==> config.mk <==
export PLATFORM = sky130hd
export DESIGN_NAME = dis_issue
export DESIGN_NICKNAME = d
export VERILOG_FILES = /design/src/rtl/dis_pkg.sv /design/src/rtl/dis_scoreboard.sv /design/src/rtl/dis_pair_check.sv /design/src/rtl/dis_slot_queue.sv /design/src/rtl/dis_issue.sv
export SDC_FILE = /design/constraint.sdc
export NUM_CORES = 1
export LEC_CHECK = 0
export ABC_CLOCK_PERIOD_IN_PS = 5800
export BUFFER_PORTS_ARGS = -buffer_cell sky130_fd_sc_hd__buf_2
export CAP_MARGIN = 15
export CORE_UTILIZATION = 40
export CTS_CLUSTER_SIZE = 20
export DETAILED_ROUTE_END_ITERATION = 10
export PLACE_DENSITY_LB_ADDON = 0.08
export SYNTH_ARGS = -nofsm -noshare
export SYNTH_HDL_FRONTEND = slang
export SYNTH_HIERARCHICAL = 1
export SYNTH_SLANG_ARGS = --single-unit
==> constraint.sdc <==
create_clock -name clk -period 5.8 [get_ports clk]
set_clock_uncertainty 0.15 [all_clocks]
set_input_delay 0.29 -clock clk [delete_from_list [all_inputs] [get_ports clk]]
set_output_delay 0.29 -clock clk [all_outputs]
set_load 0.03 [all_outputs]
==> src/rtl/dis_pkg.sv <==
package dis_pkg;
  localparam int REG_W  = 7;
  localparam int CLS_W  = 4;
  localparam int TAG_W  = 8;
  localparam int INSN_W = TAG_W + 1 + 3 * REG_W + CLS_W;
  localparam int DST_LO = CLS_W;
  localparam int SA_LO  = DST_LO + REG_W;
  localparam int SB_LO  = SA_LO + REG_W;
  localparam int WEN_BIT = SB_LO + REG_W;

  typedef enum logic [CLS_W-1:0] {
    CL_MUL = 4'd0, CL_FXARITH = 4'd1, CL_LOGIC = 4'd2, CL_WSHIFT = 4'd3,
    CL_PERM = 4'd4, CL_ROT = 4'd5, CL_BRANCH = 4'd6, CL_LDST = 4'd7,
    CL_CHAN = 4'd8
  } cls_e;

  typedef struct packed {
    logic [TAG_W-1:0] tag;
    logic             wen;
    logic [REG_W-1:0] sb;
    logic [REG_W-1:0] sa;
    logic [REG_W-1:0] dst;
    logic [CLS_W-1:0] cls;
  } insn_t;

  // Class codes up to the word-shift class run on the even pipe.
  function automatic logic is_even(input logic [CLS_W-1:0] c);
    return c <= CLS_W'(CL_WSHIFT);
  endfunction

  function automatic logic reads_reg(input logic [INSN_W-1:0] w,
                                     input logic [REG_W-1:0] r);
    return (w[SA_LO +: REG_W] == r) || (w[SB_LO +: REG_W] == r);
  endfunction
endpackage

==> src/rtl/dis_scoreboard.sv <==
module dis_scoreboard
  import dis_pkg::*;
#(
  parameter int LAT_EVEN = 2,
  parameter int LAT_ODD  = 4
) (
  input  logic                  clk,
  input  logic                  rst_n,
  input  logic [1:0]            set_en,
  input  logic [1:0]            set_odd,
  input  logic [1:0][REG_W-1:0] set_reg,
  output logic [2**REG_W-1:0]   busy
);
  localparam int NREG    = 2 ** REG_W;
  localparam int LAT_MAX = (LAT_EVEN > LAT_ODD) ? LAT_EVEN : LAT_ODD;
  localparam int CW      = (LAT_MAX > 2) ? $clog2(LAT_MAX) : 1;
  localparam logic [CW-1:0] LD_EVEN = CW'(LAT_EVEN - 1);
  localparam logic [CW-1:0] LD_ODD  = CW'(LAT_ODD - 1);

  for (genvar r = 0; r < NREG; r++) begin : g_reg
    logic [CW-1:0] cnt;
    logic hit0, hit1;
    assign hit0 = set_en[0] && (set_reg[0] == REG_W'(r));
    assign hit1 = set_en[1] && (set_reg[1] == REG_W'(r));

    always_ff @(posedge clk or negedge rst_n) begin
      if (!rst_n)        cnt <= '0;
      else if (hit1)     cnt <= set_odd[1] ? LD_ODD : LD_EVEN;
      else if (hit0)     cnt <= set_odd[0] ? LD_ODD : LD_EVEN;
      else if (cnt != '0) cnt <= cnt - 1'b1;
    end

    assign busy[r] = (cnt != '0);
  end

  AST_SET_MARKS_BUSY: assert property (@(posedge clk) disable iff (!rst_n)
    (set_en[1] && LAT_ODD > 1) |=> busy[$past(set_reg[1])]);
endmodule

==> src/rtl/dis_pair_check.sv <==
module dis_pair_check
  import dis_pkg::*;
(
  input  logic                s0_v,
  input  logic [CLS_W-1:0]    s0_cls,
  input  logic [REG_W-1:0]    s0_dst,
  input  logic [REG_W-1:0]    s0_sa,
  input  logic [REG_W-1:0]    s0_sb,
  input  logic                s0_wen,
  input  logic                s1_v,
  input  logic [CLS_W-1:0]    s1_cls,
  input  logic [REG_W-1:0]    s1_dst,
  input  logic [REG_W-1:0]    s1_sa,
  input  logic [REG_W-1:0]    s1_sb,
  input  logic                s1_wen,
  input  logic [2**REG_W-1:0] busy,
  output logic                iss0,
  output logic                iss1,
  output logic                s0_even
);
  logic blk0, blk1, dep, pipes_ok;

  assign blk0 = busy[s0_sa] || busy[s0_sb] || (s0_wen && busy[s0_dst]);
  assign blk1 = busy[s1_sa] || busy[s1_sb] || (s1_wen && busy[s1_dst]);

  // Younger reads or overwrites the older destination.
  assign dep = s0_wen && ((s1_sa == s0_dst) || (s1_sb == s0_dst) ||
                          (s1_wen && (s1_dst == s0_dst)));

  assign s0_even  = is_even(s0_cls);
  assign pipes_ok = s0_even && !is_even(s1_cls);

  assign iss0 = s0_v && !blk0;
  assign iss1 = iss0 && s1_v && pipes_ok && !dep && !blk1;
endmodule

==> src/rtl/dis_slot_queue.sv <==
module dis_slot_queue
  import dis_pkg::*;
(
  input  logic  clk,
  input  logic  rst_n,
  input  logic  in_valid,
  input  insn_t in_old,
  input  insn_t in_yng,
  input  logic  iss0,
  input  logic  iss1,
  output logic  in_ready,
  output insn_t s0,
  output insn_t s1,
  output logic  s0_v,
  output logic  s1_v
);
  assign in_ready = !s0_v || (iss0 && (!s1_v || iss1));

  always_ff @(posedge clk or negedge rst_n) begin
    if (!rst_n) begin
      s0_v <= 1'b0;
      s1_v <= 1'b0;
      s0   <= '0;
      s1   <= '0;
    end else if (in_valid && in_ready) begin
      s0   <= in_old;
      s1   <= in_yng;
      s0_v <= 1'b1;
      s1_v <= 1'b1;
    end else if (iss0 && s1_v && !iss1) begin
      s0   <= s1;
      s1_v <= 1'b0;
    end else if (iss0) begin
      s0_v <= 1'b0;
      s1_v <= 1'b0;
    end
  end

  AST_HOLD_WHEN_BLOCKED: assert property (@(posedge clk) disable iff (!rst_n)
    (s0_v && !iss0) |=> (s0_v && $stable(s0)));
  AST_YOUNGER_MOVES_UP: assert property (@(posedge clk) disable iff (!rst_n)
    (iss0 && s1_v && !iss1) |=> (s0_v && !s1_v && s0 == $past(s1)));
endmodule

==> src/rtl/dis_issue.sv <==
module dis_issue
  import dis_pkg::*;
#(
  parameter int LAT_EVEN = 2,
  parameter int LAT_ODD  = 4
) (
  input  logic              clk,
  input  logic              rst_n,
  input  logic              in_valid,
  output logic              in_ready,
  input  logic [INSN_W-1:0] in_old,
  input  logic [INSN_W-1:0] in_yng,
  output logic              even_valid,
  output logic [INSN_W-1:0] even_insn,
  output logic              odd_valid,
  output logic [INSN_W-1:0] odd_insn
);
  localparam int NREG = 2 ** REG_W;

  insn_t s0, s1;
  logic  s0_v, s1_v, iss0, iss1, s0_even;
  logic [NREG-1:0]       busy;
  logic [1:0]            set_en, set_odd;
  logic [1:0][REG_W-1:0] set_reg;

  dis_slot_queue u_slots (
    .clk      (clk),
    .rst_n    (rst_n),
    .in_valid (in_valid),
    .in_old   (insn_t'(in_old)),
    .in_yng   (insn_t'(in_yng)),
    .iss0     (iss0),
    .iss1     (iss1),
    .in_ready (in_ready),
    .s0       (s0),
    .s1       (s1),
    .s0_v     (s0_v),
    .s1_v     (s1_v)
  );

  dis_pair_check u_check (
    .s0_v    (s0_v),
    .s0_cls  (s0.cls),
    .s0_dst  (s0.dst),
    .s0_sa   (s0.sa),
    .s0_sb   (s0.sb),
    .s0_wen  (s0.wen),
    .s1_v    (s1_v),
    .s1_cls  (s1.cls),
    .s1_dst  (s1.dst),
    .s1_sa   (s1.sa),
    .s1_sb   (s1.sb),
    .s1_wen  (s1.wen),
    .busy    (busy),
    .iss0    (iss0),
    .iss1    (iss1),
    .s0_even (s0_even)
  );

  // The younger only ever issues on the odd pipe.
  assign set_en  = {iss1 && s1.wen, iss0 && s0.wen};
  assign set_odd = {1'b1, !s0_even};
  assign set_reg = {s1.dst, s0.dst};

  dis_scoreboard #(.LAT_EVEN(LAT_EVEN), .LAT_ODD(LAT_ODD)) u_sb (
    .clk     (clk),
    .rst_n   (rst_n),
    .set_en  (set_en),
    .set_odd (set_odd),
    .set_reg (set_reg),
    .busy    (busy)
  );

  assign even_valid = iss0 && s0_even;
  assign even_insn  = s0;
  assign odd_valid  = (iss0 && !s0_even) || iss1;
  assign odd_insn   = iss1 ? s1 : s0;

  AST_PAIR_NO_RAW: assert property (@(posedge clk) disable iff (!rst_n)
    (even_valid && odd_valid && even_insn[WEN_BIT])
      |-> !reads_reg(odd_insn, even_insn[DST_LO +: REG_W]));
  AST_EVEN_RESULT_WAIT: assert property (@(posedge clk) disable iff (!rst_n)
    (even_valid && even_insn[WEN_BIT] && LAT_EVEN > 1)
      |=> !(even_valid && reads_reg(even_insn, $past(even_insn[DST_LO +: REG_W])))
       && !(odd_valid && reads_reg(odd_insn, $past(even_insn[DST_LO +: REG_W]))));
endmodule

## Yosys cells after proc, flatten, opt, wreduce, memory -nomap -nowiden

Index checks and enable logic that the tools add are counted.

- Add/sub/neg operators: 128
- Order comparisons: 8
- Muxes and demuxes: 405
- Equal/unequal tests: 258
- Reductions and logical operators: 552

Operator list:

| kind | count |
|---|---|
| equality test 7 bit, second input constant | 128 |
| two-way mux 2 bit | 385 |
| equality test 7 x 6 -> 1 bit, second input constant | 64 |
| nonzero test 3 bit | 129 |
| logical AND 1 bit | 273 |
| nonzero test 2 bit | 130 |
| subtractor 2 x 1 -> 2 bit, second input constant | 128 |
| equality test 7 x 5 -> 1 bit, second input constant | 32 |
| equality test 7 x 4 -> 1 bit, second input constant | 16 |
| two-way mux 34 bit | 3 |
| equality test 7 x 3 -> 1 bit, second input constant | 8 |
| less-than comparator 7 x 8 -> 1 bit, second input constant | 6 |
| binary-select mux 1 bit (select 7 bit) | 6 |
| equality test 7 x 2 -> 1 bit, second input constant | 4 |
| equality test 7 bit | 3 |
| equality test 7 x 1 -> 1 bit, second input constant | 2 |
| zero test 7 bit | 2 |
| two-way mux 1 bit | 11 |
| logical OR 1 bit | 9 |
| <= comparator 4 x 2 -> 1 bit, second input constant | 2 |
| zero test 1 bit | 8 |
| != test 2 x 1 -> 1 bit, second input constant | 1 |
| AND reduction 2 bit | 1 |

- Logic and storage cells: 1,493
- Flip-flop bits (word level): 326
- Bits of input ports: 71
- Output and inout bits: 71

## Longest topological paths before layout

Gate-level depths: netlist of run 1.

- Depth after elaboration: 17
- Gate-level depth with buffers: 21
- Gate-level depth less buffers: 15

## Cells and area by module

The synthesis of run 1 kept the hierarchy.

Modules (own cells, without submodules):

| module | seq. area each (um^2) | area an instance (um^2) | times used | cells each |
|---|---|---|---|---|
| dis_scoreboard | 6,406.1 | 18,143.7 | 1 | 2,092 |
| dis_pair_check | 0.0 | 6,785.3 | 1 | 553 |
| dis_slot_queue | 1,751.7 | 3,181.8 | 1 | 305 |
| dis_issue | 0.0 | 588.1 | 1 | 44 |

## Worst setup path after synthesis of run 1

OpenSTA, ideal clock, no wires.

- Kind: flip-flop to flip-flop
- Start point: reg, netlist name u_slots/s0[11]
- End point: reg u_sb.g_reg[84].cnt[1]
- Required time: 5.525 ns
- Cell stages (with the launch flop): 19
- Arrival time: 4.801 ns
- Clock period less this slack: 5.075 ns
- Library setup time: 0.125 ns
- Path buffers: 6
- Setup slack: 0.725 ns
- Path through: dfrtp_1 > buf_2 > buf_4 > mux4_2 > a221oi_1 > o21ai_0 > o41ai_1 > o21ai_1 > nor4_2 > and4_1 > buf_6 > buf_8 > and2_1 > buf_2 > buf_2 > nand4b_1 > or2_2 > o211ai_1 > mux2_2

- Word-level cells in the longest chain between the ends: 13

RTL lines:

| element | line | RTL |
|---|---|---|
| binary-select mux 1 bit (select 7 bit) * | dis_pair_check.sv:23 | `assign blk0 = busy[s0_sa] \|\| busy[s0_sb] \|\| (s0_wen && busy[s0_dst]);` |
| two-way mux 1 bit (not written as such) * | dis_pair_check.sv:23 |  |
| logical OR 1 bit * (2 in a row) | dis_pair_check.sv:23 |  |
| zero test 1 bit * | dis_pair_check.sv:33 | `assign iss0 = s0_v && !blk0;` |
| logical AND 1 bit * | dis_pair_check.sv:33 |  |
| net iss0 | dis_issue.sv:21 | `logic s0_v, s1_v, iss0, iss1, s0_even;` |
| logical AND 1 bit * (4 in a row) | dis_pair_check.sv:34 | `assign iss1 = iss0 && s1_v && pipes_ok && !dep && !blk1;` |
| net iss1 | dis_issue.sv:21 |  |
| logical AND 1 bit * | dis_issue.sv:61 | `assign set_en = {iss1 && s1.wen, iss0 && s0.wen};` |
| net set_en[1] | dis_issue.sv:23 | `logic [1:0] set_en, set_odd;` |
| logical AND 1 bit * | dis_scoreboard.sv:24 | `assign hit1 = set_en[1] && (set_reg[1] == REG_W'(r));` |
| nonzero test 3 bit (no source line) / two-way mux 2 bit (equally long branches) | -- |  |
| to (signal assigned) | dis_scoreboard.sv:28 | `else if (hit1) cnt <= set_odd[1] ? LD_ODD : LD_EVEN;` |
| to (signal assigned) | dis_scoreboard.sv:29 | `else if (hit0) cnt <= set_odd[0] ? LD_ODD : LD_EVEN;` |
| to (signal assigned) | dis_scoreboard.sv:30 | `else if (cnt != '0) cnt <= cnt - 1'b1;` |
| to (decl) | dis_scoreboard.sv:21 | `logic [CW-1:0] cnt;` |

The timed path passes the listed nets; every way through them passes the cells marked *. The select of a mux whose other input is x is not followed.
A chain may end at the register's enable or synchronous reset.

## Final worst setup path of run 1

- Start point: reg u_sb.g_reg[72].cnt[0]
- End point: out odd_insn[31]

- Word-level cells in the longest chain between the ends: 12

RTL lines:

| element | line | RTL |
|---|---|---|
| from (decl) | dis_scoreboard.sv:21 |  |
| from (signal assigned) | dis_scoreboard.sv:28 |  |
| from (signal assigned) | dis_scoreboard.sv:29 |  |
| from (signal assigned) | dis_scoreboard.sv:30 |  |
| nonzero test 2 bit * | dis_scoreboard.sv:33 | `assign busy[r] = (cnt != '0);` |
| net busy[72] | dis_issue.sv:22 | `logic [NREG-1:0] busy;` |
| binary-select mux 1 bit (select 7 bit) | dis_pair_check.sv:23 |  |
| two-way mux 1 bit (not written as such) | dis_pair_check.sv:23 |  |
| logical OR 1 bit / logical AND 1 bit (equally long branches) | dis_pair_check.sv:23 |  |
| logical OR 1 bit * | dis_pair_check.sv:23 |  |
| zero test 1 bit * | dis_pair_check.sv:33 |  |
| logical AND 1 bit * | dis_pair_check.sv:33 |  |
| net iss0 | dis_issue.sv:21 |  |
| logical AND 1 bit * (4 in a row) | dis_pair_check.sv:34 |  |
| net iss1 | dis_issue.sv:21 |  |
| two-way mux 34 bit * | dis_issue.sv:77 | `assign odd_insn = iss1 ? s1 : s0;` |
| to (decl) | dis_issue.sv:16 | `output logic [INSN_W-1:0] odd_insn` |

Marks and branches as above.

==> reports/metrics.sh, run 1 <==
DIE_W_UM=270
DRC=0
SHARE_SEQ_OF_TOTAL_POWER_PCT=21.5
CTS_BUFFERS=43
CRITPATHLAUNCHTYPE='flip-flop'
SETUP_VIOL=0
SYNTH_LARGEST_TYPE_AREA_FRACTION_PCT=28.4
CLOCK_NETWORK_LATENCY_TO_THE_LATER_PIN_OF_THE_WORST_SKEW_PAIR_NS=0.59
CRITPATHCAPTURETYPE='output pin'
DETAIL_ROUTE.WL_PER_CELL_UM=29.2
FINALWIRELENGTH_UM=120000
CRIT_FAMILY='multiplexers'
DRT_ITER0_DRC=2697
YOSYSWARNINGS=6
PLACEMENT.SETUP.WORST_SLACK_NS=0.219
PWR-SHARE-CLK_PCT=12.2
DIE_HEIGHT_UM=270
CTS.CLK_SLEW.WORST_PATHS_NS=0.06
WORST_PATH_MOST_REPEATED_CELL='sky130_fd_sc_hd__inv_1'
WORST_PIN_SLEW_NS=1.19
INTERNAL_POWER_mW=12.0
PLACE.DETAILED.HPWL_UM=86500
CP_ARRIVAL_NS=5.23
MOST-COMMON-LAYOUT-CELLS='sky130_fd_sc_hd__inv_1 (389), sky130_fd_sc_hd__nand2_1 (323), sky130_fd_sc_hd__dfrtp_1 (311)'
FIRST_GLOBAL_VIAS=25700
SLEW_LIMIT_HEADROOM_PCT=20.5
TOP_FF_CELL_SYNTH='sky130_fd_sc_hd__dfrtp_1'
RSZ0062_AT_GRT='false'
FINAL_COMMON_CELL='sky130_fd_sc_hd__inv_1'
WORSTPATHMAXFANOUT=33
NUM_ROWS=97
NETS=3342
ROUTE.ANTENNA.REMAINING_NETS=0
CTS_BUFFER_DEPTH=3
HOLD_PATH.CLASS='in -> async'
GRT_USE_TOTAL_PCT=32.4
PLACE_CONGESTION=1.02
SYNTH_AREA_SQ_UM=28700
CTS_NUM_SINKS=326
GRT_PASS1_WL_UM=175000
PERIOD_SHARE_PCT=97.8
START_UTIL_PCT=40.7
WORST_SLACK_NS=0.130
SLEW_VIOLATIONS=0
GRT_OVF=0
LEAKAGE_nW=14.7
TOTALNEGATIVESETUPSLACK_NS=0
CRIT_CHAIN='inv_1 -> ha_1 -> inv_1 -> mux4_2 -> mux2i_1 -> nor2_1 -> a2111oi_1 -> a2111oi_0 -> nor4_2 -> and4_2 -> buf_4 -> mux2_2 -> buf_2'
TIMING_HOLD_VIOLATIONS_FINAL=0
SYNTH_TO_FINAL_AREA_CHANGE_PCT=13.6
POSTSYNTHREGISTERBITS=326
CLOCK_TREE_FROM_TRITONCTS='yes'
CTS_HTREE_LEVELS=2
YS_SEQ_AREA_SHARE_PCT=28.4
POST-CTS-SETUP-BUFFER-COUNT=0
ROUTED_VIA_DENSITY=6.27
FIRSTDRTPASSITERS=6
FILL_CELLS=6675
MAXIMUM_NUMBER_OF_PINS_ON_ONE_NET_BEFORE_GLOBAL_ROUTE_REPAIR=129
POWERDENSITY_nW_PER_UM2=740
FRACTION_OF_REGISTERS_WITH_ASYNC_SET_RESET_PCT=100
CELL_TYPE_OF_THE_SLOWEST_STAGE_ON_THE_WORST_TIMING_PATH='sky130_fd_sc_hd__a2111oi_1'
POST_SYNTH_MAIN_AREA_CONTRIBUTORS='sky130_fd_sc_hd__dfrtp_1 (28%), sky130_fd_sc_hd__mux4_2 (15%), sky130_fd_sc_hd__mux2i_1 (7.0%)'
WORSTSETUPPATHTYPE='reg -> out'
CLOCK.FMAX_MHz=176
LARGEST_INCREMENTAL_DELAY_ON_THE_CRITICAL_PATH_NS=0.80
DIE-AREA_SQ_UM=72800
CTS_ROOT_BUF='sky130_fd_sc_hd__clkbuf_16'
PERIOD_MINUS_SLACK_NS=5.67
ANTENNA_FOUND_INITIAL=4
CORE_AREA_SQ_UM=70500
LAYOUT-DRIVE-GT1-SHARE_PCT=22.6
SYNTHDOMINANTAREACELLTYPE='sky130_fd_sc_hd__dfrtp_1'
SYN-MEAN-INSTANCE-AREA_SQ_UM=9.59
SYNTH.LIB_CELLS_USED.DISTINCT=104
SYN_INST=2994
TIMING.CRITICAL_PATH.BUF_INV=4
COUNT_OF_FLIP_FLOPS_WITH_A_BUILT_IN_ENABLE_AFTER_SYNTHESIS=0
WORST_CASE_VDD_IR_DROP_uV=375
DRV_CAP=0
TIMING.CRITICAL_PATH.REQUIRED_NS=5.36
NETSWITCHINGFRACTION_PCT=50.1
OUTCOME='complete, no violations'
P_COMB_SHARE_PCT=66.3
PORT_BUFFERS=141
NUM_IO_PINS=142
NET-SWITCHING-POWER_mW=12.1
VIAS=25800
==> metal layers <==
metal / up-vias / track usage (%) / share of wire (%)
li1: 11000 / - / -
met1: 13100 / 42.5 / 41
met2: 1471 / 51.9 / 46
met3: 282 / 6.78 / 9.2
met4: 2 / 13.7 / 4.5
met5: - / 0 / 0.011
==> Yosys cell counts (all sizes together) (11+ instances only) <==
cell,number
a211o,24
a21oi,106
a221oi,33
a31oi,12
and2,13
buf,126
clkbuf,81
dfrtp,326
ha,128
inv,391
mux2,65
mux2i,200
mux4,191
nand2,325
nand2b,15
nand3,178
nand3b,15
nand4,17
nand4b,11
nor2,150
nor2b,25
nor3,46
nor3b,11
nor4,29
o211ai,17
o21ai,101
o31ai,34
or3,17
xnor2,56
xor2,93
==> cell families after synthesis <==
group,synth area share [%]
AO/OA/AOI/OAI,10.5
XOR/XNOR,4.55
adder cells (fa/ha/maj),5.58
buffers and inverters,9.29
flip-flops,28.4
multiplexers,24.9
other,0.0131
AND/OR/NAND/NOR,16.8
==> final timing paths <==
check / cells after the start / to / from / slack [ns]
setup / recovery: 13 / odd_insn[31] / u_sb/g_reg[72].cnt[0] / 0.13
hold / removal: 2 / u_sb/g_reg[50].cnt[0] / rst_n / 0.15
setup reg to reg: 16 / u_sb/g_reg[73].cnt[1] / u_sb/g_reg[72].cnt[0] / 0.23
hold reg to reg: 2 / u_sb/g_reg[65].cnt[1] / u_sb/g_reg[65].cnt[1] / 0.33
max in group asynchronous: 3 / u_sb/g_reg[89].cnt[0] / rst_n / 3.86
min in group clk: 4 / u_slots/s1[33] / in_yng[33] / 0.30
==> power by group through the flow <==
stage / Combinational, mW / Sequential [mW] / Clock, mW
after floorplan: 11.4 / 4.51 / 0
after global placement: 15.1 / 5.12 / 0
after detailed placement: 15.5 / 5.18 / 0
after CTS: 15.7 / 5.14 / 3.00
after global routing: 17.0 / 5.32 / 3.09
final: 16.0 / 5.19 / 2.94
==> through the flow <==
step	utilization (%)	std cells	cell area, sq um	total power, mW	hold slack [ns]
6_report	46.2	4121	32600	24.1	0.154
5_1_grt	46.2	4118	32600	25.4	0.242
4_1_cts	46.2	4117	32600	23.8	0.258
3_5_place_dp	43.0	3967	30300	20.7	0.274
3_3_place_gp	43.0	3967	30300	20.3	0.264
2_1_floorplan	-	2995	28700	15.9	-0.156
==> layout make-up <==
class | count | area (sq um) | area share, %
clock buffers | 67 | 1340 | 4.10
well taps | 940 | 1180 | 3.61
inverters | 392 | 1470 | 4.52
diodes | 3 | 7.51 | 0.0230
flip-flops and latches | 326 | 8180 | 25.1
multi-input cells | 2070 | 17900 | 55.0
repair buffers | 310 | 2290 | 7.02
clock inverters | 13 | 211 | 0.649
==> worst reg2reg max path: cells and delay by family, from the launching register on <==
family | cells | cell delay, ns
AND/OR/NAND/NOR | 7 | 2.09
AO/OA/AOI/OAI | 3 | 1.19
multiplexers | 2 | 0.69
buffers and inverters | 3 | 0.61
flip-flops | 1 | 0.38
adder cells (fa/ha/maj) | 1 | 0.32
==> sequential cells by signal, indices dropped and copies added (netlist names) <==
name / cells
u_sb/g.cnt: 256
u_slots/s0: 34
u_slots/s0_v: 1
u_slots/s1: 34
u_slots/s1_v: 1
==> what timing repair did <==
action,4_1_cts,5_1_grt
endpoints found under the setup margin,0,6
endpoints found under the hold margin,176,0
hold buffers,70,0
resized for setup,0,1
(Power assumes the default switching activity.)
==> run 2, diff against run 1 <==
--- a/config.mk
+++ b/config.mk
@@ -8,5 +8,5 @@
 export ABC_CLOCK_PERIOD_IN_PS = 5800
 export BUFFER_PORTS_ARGS = -buffer_cell sky130_fd_sc_hd__buf_2
-export CAP_MARGIN = 15
+export CAP_MARGIN = 20
 export CORE_UTILIZATION = 40
 export CTS_CLUSTER_SIZE = 20
--- a/constraint.sdc
+++ b/constraint.sdc
@@ -3,3 +3,3 @@
 set_input_delay 0.29 -clock clk [delete_from_list [all_inputs] [get_ports clk]]
 set_output_delay 0.29 -clock clk [all_outputs]
-set_load 0.03 [all_outputs]
+set_load 0.05 [all_outputs]
==> reports/metrics.sh, run 2 (same netlist as run 1, synthesis figures left out) <==
FINAL_COMMON_CELL='sky130_fd_sc_hd__inv_1'
GRT_PASS1_WL_UM=175000
DIE_HEIGHT_UM=270
DIE_W_UM=270
CTS_NUM_SINKS=326
START_UTIL_PCT=40.7
ROUTE.ANTENNA.REMAINING_NETS=0
CTS.CLK_SLEW.WORST_PATHS_NS=0.06
LARGEST_REGISTER='u_sb/g.cnt'
PORT_BUFFERS=141
LARGEST_REG_FLOPS=256
CLOCK_TREE_FROM_TRITONCTS='yes'
PLACE.DETAILED.HPWL_UM=86700
MAXIMUM_NUMBER_OF_PINS_ON_ONE_NET_BEFORE_GLOBAL_ROUTE_REPAIR=149
REG2REG_SLACK_NS=0.36
ANTENNA_FOUND_INITIAL=4
WORSTSETUPPATHTYPE='reg -> reg'
DRT_ITER0_DRC=2388
CLOCK_NETWORK_LATENCY_TO_THE_LATER_PIN_OF_THE_WORST_SKEW_PAIR_NS=0.60
TIMING.CRITICAL_PATH.BUF_INV=1
CTS.REPAIR.RESIZED=0
POSTLAYOUTCOREUTIL_PCT=46.2
CRIT_FAMILY='simple AND/OR/NAND/NOR gates'
DRV_CAP=0
REG_TOP3='u_sb/g.cnt (256), u_slots/s0 (34), u_slots/s1 (34)'
POWERDENSITY_nW_PER_UM2=744
DPL.CELL_COUNT=3988
WORST_CASE_VDD_IR_DROP_uV=364
WORST_SLACK_NS=0.355
CLOCK.FMAX_MHz=184
PWR-SHARE-CLK_PCT=11.0
FINAL_CELLS=4140
CTS_ROOT_BUF='sky130_fd_sc_hd__clkbuf_16'
NETS=3363
SLEW_VIOLATIONS=0
TOTALNEGATIVESETUPSLACK_NS=0
TIMING.CRITICAL_PATH.REQUIRED_NS=6.16
PERIOD_SHARE_PCT=93.9
NETSWITCHINGFRACTION_PCT=51.2
CTS_HOLD_BUFS=70
GRT_USE_TOTAL_PCT=32.5
LARGEST_INCREMENTAL_DELAY_ON_THE_CRITICAL_PATH_NS=0.87
LEAKAGE_nW=14.7
SHARE_SEQ_OF_TOTAL_POWER_PCT=21.0
LAYOUT-DRIVE-GT1-SHARE_PCT=22.8
RSZ0062_AT_GRT='false'
OUTCOME='complete, no violations'
INTERNAL_POWER_mW=11.8
ROUTED_VIA_DENSITY=6.18
CRITPATHCAPTURETYPE='flip-flop'
TIMING_HOLD_VIOLATIONS_FINAL=0
NUM_ROWS=97
CELL_TYPE_OF_THE_SLOWEST_STAGE_ON_THE_WORST_TIMING_PATH='sky130_fd_sc_hd__dfrtp_4'
PLACEMENT.SETUP.WORST_SLACK_NS=0.567
P_COMB_SHARE_PCT=68.0
NET-SWITCHING-POWER_mW=12.4
HOLD_PATH.CLASS='in -> async'
WORST_PATH_MOST_REPEATED_CELL='sky130_fd_sc_hd__mux4_2'
GRT_OVF=0
CTS_BUFFER_DEPTH=3
WORST_PIN_SLEW_NS=1.20
PERIOD_MINUS_SLACK_NS=5.44
WORSTPATHMAXFANOUT=40
SLEW_LIMIT_HEADROOM_PCT=19.8
POST-CTS-SETUP-BUFFER-COUNT=0
NUM_IO_PINS=142
SYNTH_TO_FINAL_AREA_CHANGE_PCT=13.4
DRC=0
VIAS=25600
CORE_AREA_SQ_UM=70500
CP_ARRIVAL_NS=5.81
SETUP_VIOL=0
P_TOTAL_mW=24.2
MOST-COMMON-LAYOUT-CELLS='sky130_fd_sc_hd__inv_1 (389), sky130_fd_sc_hd__nand2_1 (323), sky130_fd_sc_hd__dfrtp_1 (311)'
CRITPATHLAUNCHTYPE='flip-flop'
PLACE_CONGESTION=1.01
DETAIL_ROUTE.WL_PER_CELL_UM=28.8
FIRST_GLOBAL_VIAS=25400
FINALWIRELENGTH_UM=119000
FIRSTDRTPASSITERS=5
FILL_CELLS=6713
CRIT_CHAIN='mux4_2 -> mux4_2 -> mux2_2 -> a21boi_1 -> a2111oi_0 -> nor4_2 -> and4_2 -> and2_1 -> buf_4 -> nand4b_2 -> nor2_1 -> nand2_1 -> mux2i_1'
CTS_BUFFERS=44
CTS_HTREE_LEVELS=2
DIE-AREA_SQ_UM=72800
-- run 2: changes by cell type in the layout (fill, tap and decap cells not counted), sizes merged --
cell and delta:
inv +2, clkinvlp +1, diode -1, bufinv -5, clkinv -2, buf +20, clkbuf +4
-- run 2: metal layers --
| layer | global-route usage (%) | up-vias | part of all wire, % |
|---|---|---|---|
| met4 | 15.6 | 2 | 5.5 |
| met5 | 0 | - | 0.010 |
| met3 | 6.46 | 283 | 8.6 |
| met2 | 51.2 | 1331 | 45 |
| met1 | 42.6 | 12900 | 41 |
| li1 | - | 11000 | - |
-- run 2: cell type report --
| class | count | area [sq um] | area share, % |
|---|---|---|---|
| Antenna cell | 2 | 5.00 | 0.0154 |
| Clock buffer | 71 | 1310 | 4.04 |
| Clock inverter | 9 | 65.1 | 0.200 |
| Inverter | 392 | 1470 | 4.53 |
| Multi-Input combinational cell | 2070 | 17900 | 55.1 |
| Sequential cell | 326 | 8180 | 25.1 |
| Tap cell | 940 | 1180 | 3.61 |
| Timing Repair Buffer | 330 | 2400 | 7.39 |
-- run 2: through the flow --
stage | hold slack [ns] | instance area, sq um
global placement | 0.141 | 30400
detailed placement | 0.135 | 30500
floorplan | -0.156 | 28700
finish | 0.107 | 32500
global route | 0.139 | 32500
CTS | 0.118 | 32500
-- run 2: path summary, 6_finish.rpt --
kind,cells past startpoint,to,start
setup / recovery,13,u_sb/g_reg[55].cnt[1],u_slots/s0[5]
hold / removal,2,u_sb/g_reg[32].cnt[0],rst_n
setup reg to reg,13,u_sb/g_reg[55].cnt[1],u_slots/s0[5]
hold reg to reg,2,u_sb/g_reg[65].cnt[1],u_sb/g_reg[65].cnt[1]
max in group asynchronous,3,u_sb/g_reg[20].cnt[0],rst_n
min in group clk,4,u_slots/s1[33],in_yng[33]
-- run 2: power groups by stage --
stage	Combinational (mW)	Sequential (mW)	Clock, mW
detailed placement	16.1	5.10	0
global route	17.6	5.24	2.81
global placement	15.7	5.04	0
finish	16.5	5.09	2.65
floorplan	11.6	4.69	0
CTS	16.2	5.06	2.72
